===== src/rtl/fps_pkg.sv =====
package fps_pkg;
   localparam logic [7:0] OP_WEN  = 8'h06;
   localparam logic [7:0] OP_PROG = 8'h02;
   localparam logic [7:0] OP_STAT = 8'h05;

   localparam logic [1:0] RC_OK    = 2'd0;
   localparam logic [1:0] RC_RANGE = 2'd1;
   localparam logic [1:0] RC_XFER  = 2'd2;
   localparam logic [1:0] RC_TMO   = 2'd3;

   typedef enum logic [2:0] {
      ST_IDLE, ST_WEN, ST_WEN_W, ST_PHDR, ST_PDAT, ST_PROG_W, ST_SHDR, ST_STAT_W
   } fps_st_e;
endpackage


===== src/rtl/fps_chunk.sv =====
module fps_chunk #(
   parameter int ADDR_W   = 24,
   parameter int LEN_W    = 16,
   parameter int PGL_W    = 4,
   parameter int MAX_LOG2 = 12
) (
   input  logic [ADDR_W-1:0] addr,
   input  logic [LEN_W-1:0]  remain,
   input  logic [PGL_W-1:0]  pg_log2,
   output logic [LEN_W-1:0]  chunk
);
   localparam int RW = MAX_LOG2 + 1;

   logic [RW-1:0] pg_bytes, offs, room;

   always_comb begin
      pg_bytes = RW'(1) << pg_log2;
      offs     = RW'(addr) & (pg_bytes - RW'(1));
      room     = pg_bytes - offs;
      chunk    = (LEN_W'(room) < remain) ? LEN_W'(room) : remain;
   end
endmodule


===== src/rtl/fps_poll_timer.sv =====
module fps_poll_timer #(
   parameter int LIMIT = 4096
) (
   input  logic clk,
   input  logic rst_n,
   input  logic clr,
   input  logic busy_hit,
   output logic final_try
);
   generate
      if (LIMIT == 0) begin : g_off
         assign final_try = 1'b0;
      end else begin : g_on
         localparam int CW = $clog2(LIMIT + 1);
         logic [CW-1:0] cnt;
         always_ff @(posedge clk or negedge rst_n) begin
            if (!rst_n)        cnt <= '0;
            else if (clr)      cnt <= '0;
            else if (busy_hit) cnt <= cnt + 1'b1;
         end
         assign final_try = (cnt == CW'(LIMIT - 1));
      end
   endgenerate
endmodule


===== src/rtl/fps_prog_seq.sv =====
module fps_prog_seq
   import fps_pkg::*;
#(
   parameter int ADDR_W      = 24,
   parameter int LEN_W       = 16,
   parameter int FLASH_BYTES = 2**24,
   parameter int PGL_W       = 4,
   parameter int MAX_LOG2    = 12,
   parameter int DEF_LOG2    = 8,
   parameter int POLL_LIMIT  = 4096
) (
   input  logic              clk,
   input  logic              rst_n,
   input  logic              req_valid,
   output logic              req_ready,
   input  logic [ADDR_W:0]   req_addr,
   input  logic [LEN_W-1:0]  req_len,
   input  logic [PGL_W-1:0]  req_pg_log2,
   output logic              resp_valid,
   output logic [1:0]        resp_err,
   input  logic              dat_valid,
   output logic              dat_ready,
   input  logic [7:0]        dat_byte,
   output logic              cmd_valid,
   input  logic              cmd_ready,
   output logic [7:0]        cmd_byte,
   output logic              cmd_last,
   input  logic              fr_done,
   input  logic              fr_err,
   input  logic [7:0]        fr_rx
);
   localparam int REQ_W = ADDR_W + 1;
   localparam int SUM_W = ((REQ_W > LEN_W) ? REQ_W : LEN_W) + 1;
   localparam logic [SUM_W-1:0] CAP = SUM_W'(FLASH_BYTES);

   generate
      if (ADDR_W > 24 || ADDR_W < MAX_LOG2) begin : g_bad_addr
         $error("ADDR_W must lie between MAX_LOG2 and 24");
      end
      if (LEN_W < MAX_LOG2 + 1) begin : g_bad_len
         $error("LEN_W too small for the largest page");
      end
      if (DEF_LOG2 < 1 || DEF_LOG2 > MAX_LOG2 || MAX_LOG2 >= 2**PGL_W) begin : g_bad_pg
         $error("page exponent parameters inconsistent");
      end
      if (FLASH_BYTES < 1 || longint'(FLASH_BYTES) > (longint'(1) << ADDR_W)) begin : g_bad_cap
         $error("FLASH_BYTES outside the address space");
      end
   endgenerate

   fps_st_e            st;
   logic [1:0]         idx;
   logic [ADDR_W-1:0]  addr_q;
   logic [LEN_W-1:0]   rem_q, left_q, chunk;
   logic [PGL_W-1:0]   log2_q, log2_eff;
   logic [SUM_W-1:0]   req_end;
   logic               req_bad, final_try, busy_hit, tmr_clr;
   logic [23:0]        addr_fr;
   logic               unused_rx;

   assign unused_rx = ^fr_rx[7:1];
   assign addr_fr   = 24'(addr_q);
   assign req_ready = (st == ST_IDLE);
   assign req_end   = SUM_W'(req_addr[ADDR_W-1:0]) + SUM_W'(req_len);
   assign req_bad   = req_addr[REQ_W-1] || (req_end > CAP);

   always_comb begin
      if (req_pg_log2 == '0)                    log2_eff = PGL_W'(DEF_LOG2);
      else if (req_pg_log2 > PGL_W'(MAX_LOG2)) log2_eff = PGL_W'(MAX_LOG2);
      else                                      log2_eff = req_pg_log2;
   end

   fps_chunk #(.ADDR_W(ADDR_W), .LEN_W(LEN_W), .PGL_W(PGL_W), .MAX_LOG2(MAX_LOG2)) u_chunk (
      .addr(addr_q), .remain(rem_q), .pg_log2(log2_q), .chunk(chunk)
   );

   assign busy_hit = (st == ST_STAT_W) && fr_done && !fr_err && fr_rx[0];
   assign tmr_clr  = (st != ST_STAT_W) && (st != ST_SHDR);

   fps_poll_timer #(.LIMIT(POLL_LIMIT)) u_tmr (
      .clk(clk), .rst_n(rst_n), .clr(tmr_clr), .busy_hit(busy_hit), .final_try(final_try)
   );

   always_comb begin
      cmd_valid = 1'b0;
      cmd_byte  = 8'h00;
      cmd_last  = 1'b0;
      dat_ready = 1'b0;
      unique case (st)
         ST_WEN: begin
            cmd_valid = 1'b1;
            cmd_byte  = OP_WEN;
            cmd_last  = 1'b1;
         end
         ST_PHDR: begin
            cmd_valid = 1'b1;
            unique case (idx)
               2'd0: cmd_byte = OP_PROG;
               2'd1: cmd_byte = addr_fr[23:16];
               2'd2: cmd_byte = addr_fr[15:8];
               default: cmd_byte = addr_fr[7:0];
            endcase
         end
         ST_PDAT: begin
            cmd_valid = dat_valid;
            cmd_byte  = dat_byte;
            cmd_last  = (left_q == LEN_W'(1));
            dat_ready = cmd_ready;
         end
         ST_SHDR: begin
            cmd_valid = 1'b1;
            cmd_byte  = (idx == 2'd0) ? OP_STAT : 8'h00;
            cmd_last  = (idx == 2'd1);
         end
         default: ;
      endcase
   end

   always_ff @(posedge clk or negedge rst_n) begin
      if (!rst_n) begin
         st         <= ST_IDLE;
         idx        <= '0;
         addr_q     <= '0;
         rem_q      <= '0;
         left_q     <= '0;
         log2_q     <= '0;
         resp_valid <= 1'b0;
         resp_err   <= RC_OK;
      end else begin
         resp_valid <= 1'b0;
         unique case (st)
            ST_IDLE: if (req_valid) begin
               if (req_bad) begin
                  resp_valid <= 1'b1;
                  resp_err   <= RC_RANGE;
               end else if (req_len == '0) begin
                  resp_valid <= 1'b1;
                  resp_err   <= RC_OK;
               end else begin
                  addr_q <= req_addr[ADDR_W-1:0];
                  rem_q  <= req_len;
                  log2_q <= log2_eff;
                  st     <= ST_WEN;
               end
            end
            ST_WEN: if (cmd_ready) st <= ST_WEN_W;
            ST_WEN_W: if (fr_done) begin
               if (fr_err) begin
                  resp_valid <= 1'b1;
                  resp_err   <= RC_XFER;
                  st         <= ST_IDLE;
               end else begin
                  left_q <= chunk;
                  idx    <= '0;
                  st     <= ST_PHDR;
               end
            end
            ST_PHDR: if (cmd_ready) begin
               if (idx == 2'd3) st <= ST_PDAT;
               idx <= idx + 2'd1;
            end
            ST_PDAT: if (dat_valid && cmd_ready) begin
               addr_q <= addr_q + 1'b1;
               rem_q  <= rem_q - 1'b1;
               left_q <= left_q - 1'b1;
               if (left_q == LEN_W'(1)) st <= ST_PROG_W;
            end
            ST_PROG_W: if (fr_done) begin
               if (fr_err) begin
                  resp_valid <= 1'b1;
                  resp_err   <= RC_XFER;
                  st         <= ST_IDLE;
               end else begin
                  idx <= '0;
                  st  <= ST_SHDR;
               end
            end
            ST_SHDR: if (cmd_ready) begin
               if (idx == 2'd1) st <= ST_STAT_W;
               idx <= idx + 2'd1;
            end
            ST_STAT_W: if (fr_done) begin
               if (fr_err) begin
                  resp_valid <= 1'b1;
                  resp_err   <= RC_XFER;
                  st         <= ST_IDLE;
               end else if (fr_rx[0]) begin
                  if (final_try) begin
                     resp_valid <= 1'b1;
                     resp_err   <= RC_TMO;
                     st         <= ST_IDLE;
                  end else begin
                     idx <= '0;
                     st  <= ST_SHDR;
                  end
               end else if (rem_q == '0) begin
                  resp_valid <= 1'b1;
                  resp_err   <= RC_OK;
                  st         <= ST_IDLE;
               end else begin
                  st <= ST_WEN;
               end
            end
            default: st <= ST_IDLE;
         endcase
      end
   end
endmodule


===== config.mk =====
export PLATFORM = sky130hd
export DESIGN_NAME = fps_prog_seq
export DESIGN_NICKNAME = d
export VERILOG_FILES = /design/src/rtl/fps_pkg.sv /design/src/rtl/fps_chunk.sv /design/src/rtl/fps_poll_timer.sv /design/src/rtl/fps_prog_seq.sv
export SDC_FILE = /design/constraint.sdc
export NUM_CORES = 1
export LEC_CHECK = 0
export CAP_MARGIN = 5
export CORE_ASPECT_RATIO = 2
export CORE_MARGIN = 1
export CORE_UTILIZATION = 47
export DETAILED_ROUTE_END_ITERATION = 10
export GPL_ROUTABILITY_DRIVEN = 0
export PLACE_DENSITY = 0.75
export SYNTH_ARGS = -nofsm -noshare
export SYNTH_HDL_FRONTEND = slang
export SYNTH_HIERARCHICAL = 1
export SYNTH_SLANG_ARGS = --single-unit

===== constraint.sdc =====
create_clock -name clk -period 4.8 [get_ports clk]
set_clock_uncertainty 0.15 [all_clocks]
set_input_delay 0.48 -clock clk [delete_from_list [all_inputs] [get_ports clk]]
set_output_delay 0.48 -clock clk [all_outputs]
set_load 0.01 [all_outputs]

== Word-level counts from Yosys, hierarchy flattened ==
Index checks and enable logic that the tools add are counted.
Storage, ports and cells
  bits in registers: 81
  logic and storage cells: 163
Cells by class
  add/sub/neg operators: 8
  $lt $le $gt $ge: 3
  equal/unequal tests: 38
  shift operators: 1
  mux-type cells: 75
  bitwise operators: 3
  reductions and logical operators: 26
Operators with widths (count)
  two-way mux 16 bit: 8
  two-way mux 24 bit: 4
  one-hot mux 16 bit (2 select lines): 2
  two-way mux 3 bit: 18
  one-hot mux 24 bit (2 select lines): 1
  two-way mux 2 bit: 18
  != test 2 bit, second input constant: 18
  logical NOT 16 bit: 2
  one-hot mux 8 bit (4 select lines): 1
  subtractor 16 x 1 -> 16 bit, second input constant: 2
  two-way mux 13 bit: 2
  adder 24 x 16 -> 25 bit: 1
  > comparator 25 bit, second input constant: 1
  adder 24 x 1 -> 24 bit, second input constant: 1
  one-hot mux 3 bit (8 select lines): 1
  one-hot mux 8 bit (3 select lines): 1
  equality test 16 x 1 -> 1 bit, second input constant: 1
  < comparator 13 x 16 -> 1 bit: 1
  AND reduction 8 bit: 2
  adder 13 x 1 -> 13 bit, second input constant: 1
  AND 13 bit: 1
  equality test 13 x 12 -> 1 bit, second input constant: 1
  AND reduction 13 bit: 1
  left shift 1 x 4 -> 13 bit, first input constant: 1
  32 further kinds: 64

== Depth between registers and ports, before layout ==
  depth in word-level cells: 9
  mapped depth: 24
  mapped depth without buffers: 23

== Hierarchy ==
The synthesis kept the hierarchy.
Modules (own cells, without submodules)
  fps_prog_seq: instances 1, cells an instance 782, area an instance 6064.6 sq um
  fps_chunk: instances 1, cells an instance 211, area an instance 1405.1 sq um
  fps_poll_timer: instances 1, cells an instance 66, area an instance 676.9 sq um

== Worst setup path before layout ==
No wires, ideal clock.
  kind: register -> register
  start point: reg log2_q[3]
  end point: reg left_q[6]
  setup time: 0.121 ns
  arrival: 4.555 ns
  path slack: -0.026 ns
  cell stages (with the launch flop): 25
  cells stage by stage: dfrtp_1 clkbuf_1 nor4b_1 inv_1 ha_1 nor2_1 a21oi_1 o22ai_1 nand2_1 ha_1 nand2_1 nor4_1 a211o_1 a21oi_1 xnor2_1 ha_1 nand2_1 nor2_1 o311ai_2 a2111oi_4 inv_2 mux2_2 nor2_1 a31oi_1 o22a_1
Between the ends
  word-level cells in the longest chain between the ends: 9
Ends and longest elaborated chain
  from (decl): RTL line fps_prog_seq.sv:55  | logic [PGL_W-1:0] log2_q, log2_eff;
  from (signal assigned): RTL line fps_prog_seq.sv:142  | log2_q <= log2_eff;
  left shift 1 x 4 -> 13 bit (*): RTL line fps_chunk.sv:17  | pg_bytes = RW'(1) << pg_log2;
  subtractor 13 x 1 -> 13 bit: RTL line fps_chunk.sv:18  | offs = RW'(addr) & (pg_bytes - RW'(1));
  AND 13 bit: RTL line fps_chunk.sv:18
  subtractor 13 bit (*): RTL line fps_chunk.sv:19  | room = pg_bytes - offs;
  < comparator 13 x 16 -> 1 bit: RTL line fps_chunk.sv:20  | chunk = (LEN_W'(room) < remain) ? LEN_W'(room) : remain;
  two-way mux 16 bit (*): RTL line fps_chunk.sv:20
  net chunk[6]: RTL line fps_prog_seq.sv:54  | logic [LEN_W-1:0] rem_q, left_q, chunk;
  two-way mux 16 bit (*): RTL line fps_prog_seq.sv:148  | if (fr_err) begin
  two-way mux 16 bit (*): RTL line fps_prog_seq.sv:147  | ST_WEN_W: if (fr_done) begin
  one-hot mux 16 bit (2 select lines) (*): RTL line fps_prog_seq.sv:131  | unique case (st)
  to (signal assigned): RTL line fps_prog_seq.sv:153  | left_q <= chunk;
  to (signal assigned): RTL line fps_prog_seq.sv:165  | left_q <= left_q - 1'b1;
  to (decl): RTL line fps_prog_seq.sv:54
The timed path passes the listed nets; every way through them passes the cells marked *. The select of a mux whose other input is x is not followed.
A chain may end at the register's enable or synchronous reset.

== Worst setup path after layout ==
  start point: reg log2_q[0]
  end point: reg left_q[6]
Same word-level chain as after synthesis.

==> flow_summary.ini <==
[clock_tree]
tritoncts = done
cts_sinks = 81
root_buffer = clkbuf_16
cts_htree_levels = 3
hold_buffers = 0
clk_latency_ns = 0.35
clk_pin_slew_ns = 0.06
clockBufferDepth = 2
numCtsBuffers = 9

[yosys]
yosysTopAreaCell = dfrtp_1
synth_commonest_cells = nand2_1, nor2_1, a21oi_1
syn-mean-instance-area_um2 = 7.69
yosys_most_used_dff = dfrtp_1
netlist_area_um2 = 8150
synth_warnings = 6
ys_ff_latch = 81
syn_inst = 1059
async_flop_share_pct = 100
ys_types = 91
yosys-top-cells-area = dfrtp_1, ha_1, nand2_1, a21oi_1, o21ai_0
yosysTopAreaCellShare_pct = 24.9
synth-seq-area-share_pct = 24.9
synth_edf_count = 0
synthMostInstantiatedCell = nand2_1

[routing]
antenna_left = 0
vias_per_cell = 6.55
drc = 0
wire_per_inst_um = 20.8
drtIter0Drc = 738
dr.pass1.iters = 6
vias = 8749
routed_wl_um = 27800

[global_route]
track_usage_pct = 32.0
grt_pass1_vias = 8521
grt_max_degree = 62
antenna_found_initial = 0
gr-total-overflow = 0
grt_pass1_wl_um = 44000

[critical_path]
r2r_end = left_q[6]
cpMaxStageDelayCell = or4_4
worstPathArrival_ns = 4.84
worst-path-buf-inv = 1
crit_required_ns = 4.88
crit_type = reg -> reg
r2r-start = log2_q[0]
reg2reg_depth = 18
critPathCapture = left_q[6]
cp_num_cells = 18
crit_family = compound AO/OA/AOI/OAI gates
critPathMostFrequentCell = nor2_4
cp-end-kind = flop
crit_chain = or4_4 > ha_4 > nand2b_1 > and3_1 > o311a_1 > o2111ai_2 > and2_4 > xnor2_1 > ha_1 > nand3_2 > nor2_4 > a211oi_2 > a2111oi_4 > inv_2 > mux2_4 > nor2_4 > a31oi_1 > o22a_1
cp-start-kind = flop
worstPathMaxFanout = 6
startpoint = log2_q[0]
crit_path_max_incr_delay_ns = 0.57
rrSetupSlack_ns = 0.04

[sta]
fin_crit_ns = 4.76
rsz0062_at_grt = true
hold_violations = 0
worst_pin_slew_ns = 1.06
fmax_ghz = 0.210
slew_viol_final = 0
setup_viol = 0
slew-limit-headroom_pct = 29.5
period_share_pct = 99.1

[final_layout]
nNetsFinal = 1237
n_antenna_cell = 0
drive_gt1_share_pct = 12.4
utilization_pct = 58.1
syn_to_final_growth_pct = 20.2

[die]
ios = 83
fp.dieH_um = 188
core_region_area_um2 = 16800
rows = 67
start_util_pct = 48.3
die_x_um = 95.1
die_area_um2 = 17900

[placement]
port_buffers = 75
place_hpwl_um = 20600

[power]
power_mw = 6.80
p_leak_nw = 3.86
power_density_nw_per_um2 = 695
ir_drop_v = 0.000300

[run_status]
status = completed

[hold_path]
min_path_type = in -> async

[job]
cap_violations = 0
## how the worst min path moves through the flow
stage                    start          to  slack (ns)  cells after the start
finish                   rst_n  addr_fr[2]        0.03                      1
detailed placement  left_q[14]  left_q[14]        0.36                      1
global route             rst_n  addr_fr[5]        0.08                      1
CTS                      rst_n  addr_fr[0]        0.06                      1
floorplan                rst_n  addr_fr[0]        0.03                      0
global placement    left_q[14]  left_q[14]        0.35                      1
## per-stage QoR
stage	area [µm²]	std cells	hold slack (ns)	setup TNS (ns)	worst slack (ns)
floorplan	8150	1061	0.0344	0	0.00125
global route	9790	1336	0.0839	-0.664	-0.141
finish	9790	1336	0.0280	0	0.0425
detailed placement	9200	1317	0.357	-0.0640	-0.0339
global placement	9200	1317	0.346	0	0.0363
CTS	9540	1333	0.0591	0	0.0205
## repair_timing
action | in CTS | in global routing
setup buffers | 0 | 3
setup endpoints to repair | 6 | 13
pin swaps | 3 | 27
resized for setup | 8 | 51
## worst reg2reg max path, delay by kind of cell (launching register included)
kind	cells	cell delay [ns]
AOI/OAI and AO/OA	6	1.55
adders and majority gates	2	0.55
and+or+nand+nor	7	1.47
muxes	1	0.34
DFF	1	0.39
xor gates and xnor gates	1	0.06
buffers and inverters	1	0.14
## cells by family (layout without fill, tap and decap cells)
logic type | after synthesis | in the layout | share of synthesized area, %
AND/OR/NAND/NOR | 409 | 409 | 24.9
AO/OA/AOI/OAI | 378 | 378 | 32.7
buffers and inverters | 104 | 172 | 5.42
flip-flops | 81 | 81 | 24.9
adder cells (fa/ha/maj) | 45 | 45 | 7.00
multiplexers | 23 | 23 | 3.06
XOR/XNOR | 18 | 18 | 1.94
other | 1 | 3 | 0.0460
## state kept, by name, indices dropped and copies added (netlist names)
signal and cells:
addr_fr 24, idx 2, left_q 16, log2_q 4, rem_q 16, resp_err 2
resp_valid 1, st 3, u_tmr/g_on.cnt 13
## report_power, final
group	total (mW)	internal [mW]	leakage [nW]	switching, mW
Sequential	1.43	0.954	0.997	0.472
Combinational	4.65	2.01	2.71	2.64
Clock	0.724	0.422	0.152	0.302
## placed cells by master (no fill, tap or decap), types with 6 or more instances in the layout
cell,n
a31oi_1,8
nand4_1,15
o2bb2ai_1,26
o21ai_0,76
or4_1,7
xnor2_1,12
o41ai_1,11
dfrtp_1,81
o211ai_1,6
a21oi_1,88
nor2_1,88
a2bb2oi_2,10
clkbuf_16,9
ha_1,41
mux2_2,7
xor2_1,6
mux2_1,6
nand3_1,35
and2_1,7
clkdlybuf4s50_1,74
mux2i_1,8
nand2b_1,14
a21oi_2,6
a22oi_1,12
or3_1,15
and3_1,9
nor4_1,10
o31ai_1,30
o22ai_1,11
nand2_1,121
a21o_1,12
nor3_1,26
nor2_4,6
buf_4,38
nor2b_1,13
inv_1,38
## routing by layer
| layer | part of all wire, % | global-route usage, % | wire (µm) |
|---|---|---|---|
| met1 | 35 | 33.8 | 9850 |
| met2 | 51 | 55.2 | 14300 |
| met5 | 0 | 0 | 0 |
| met3 | 4.5 | 3.83 | 1260 |
| met4 | 8.5 | 25.2 | 2370 |
## layout make-up
class,count,area [µm²]
Inverter,39,146
Clock inverter,5,63.8
Sequential cell,81,2030
Multi-Input combinational cell,876,5950
Clock buffer,11,243
Timing Repair Buffer,117,1100
Fill cell,1535,7060
Tap cell,207,259
No activity file was read; power rests on OpenSTA's default activity.
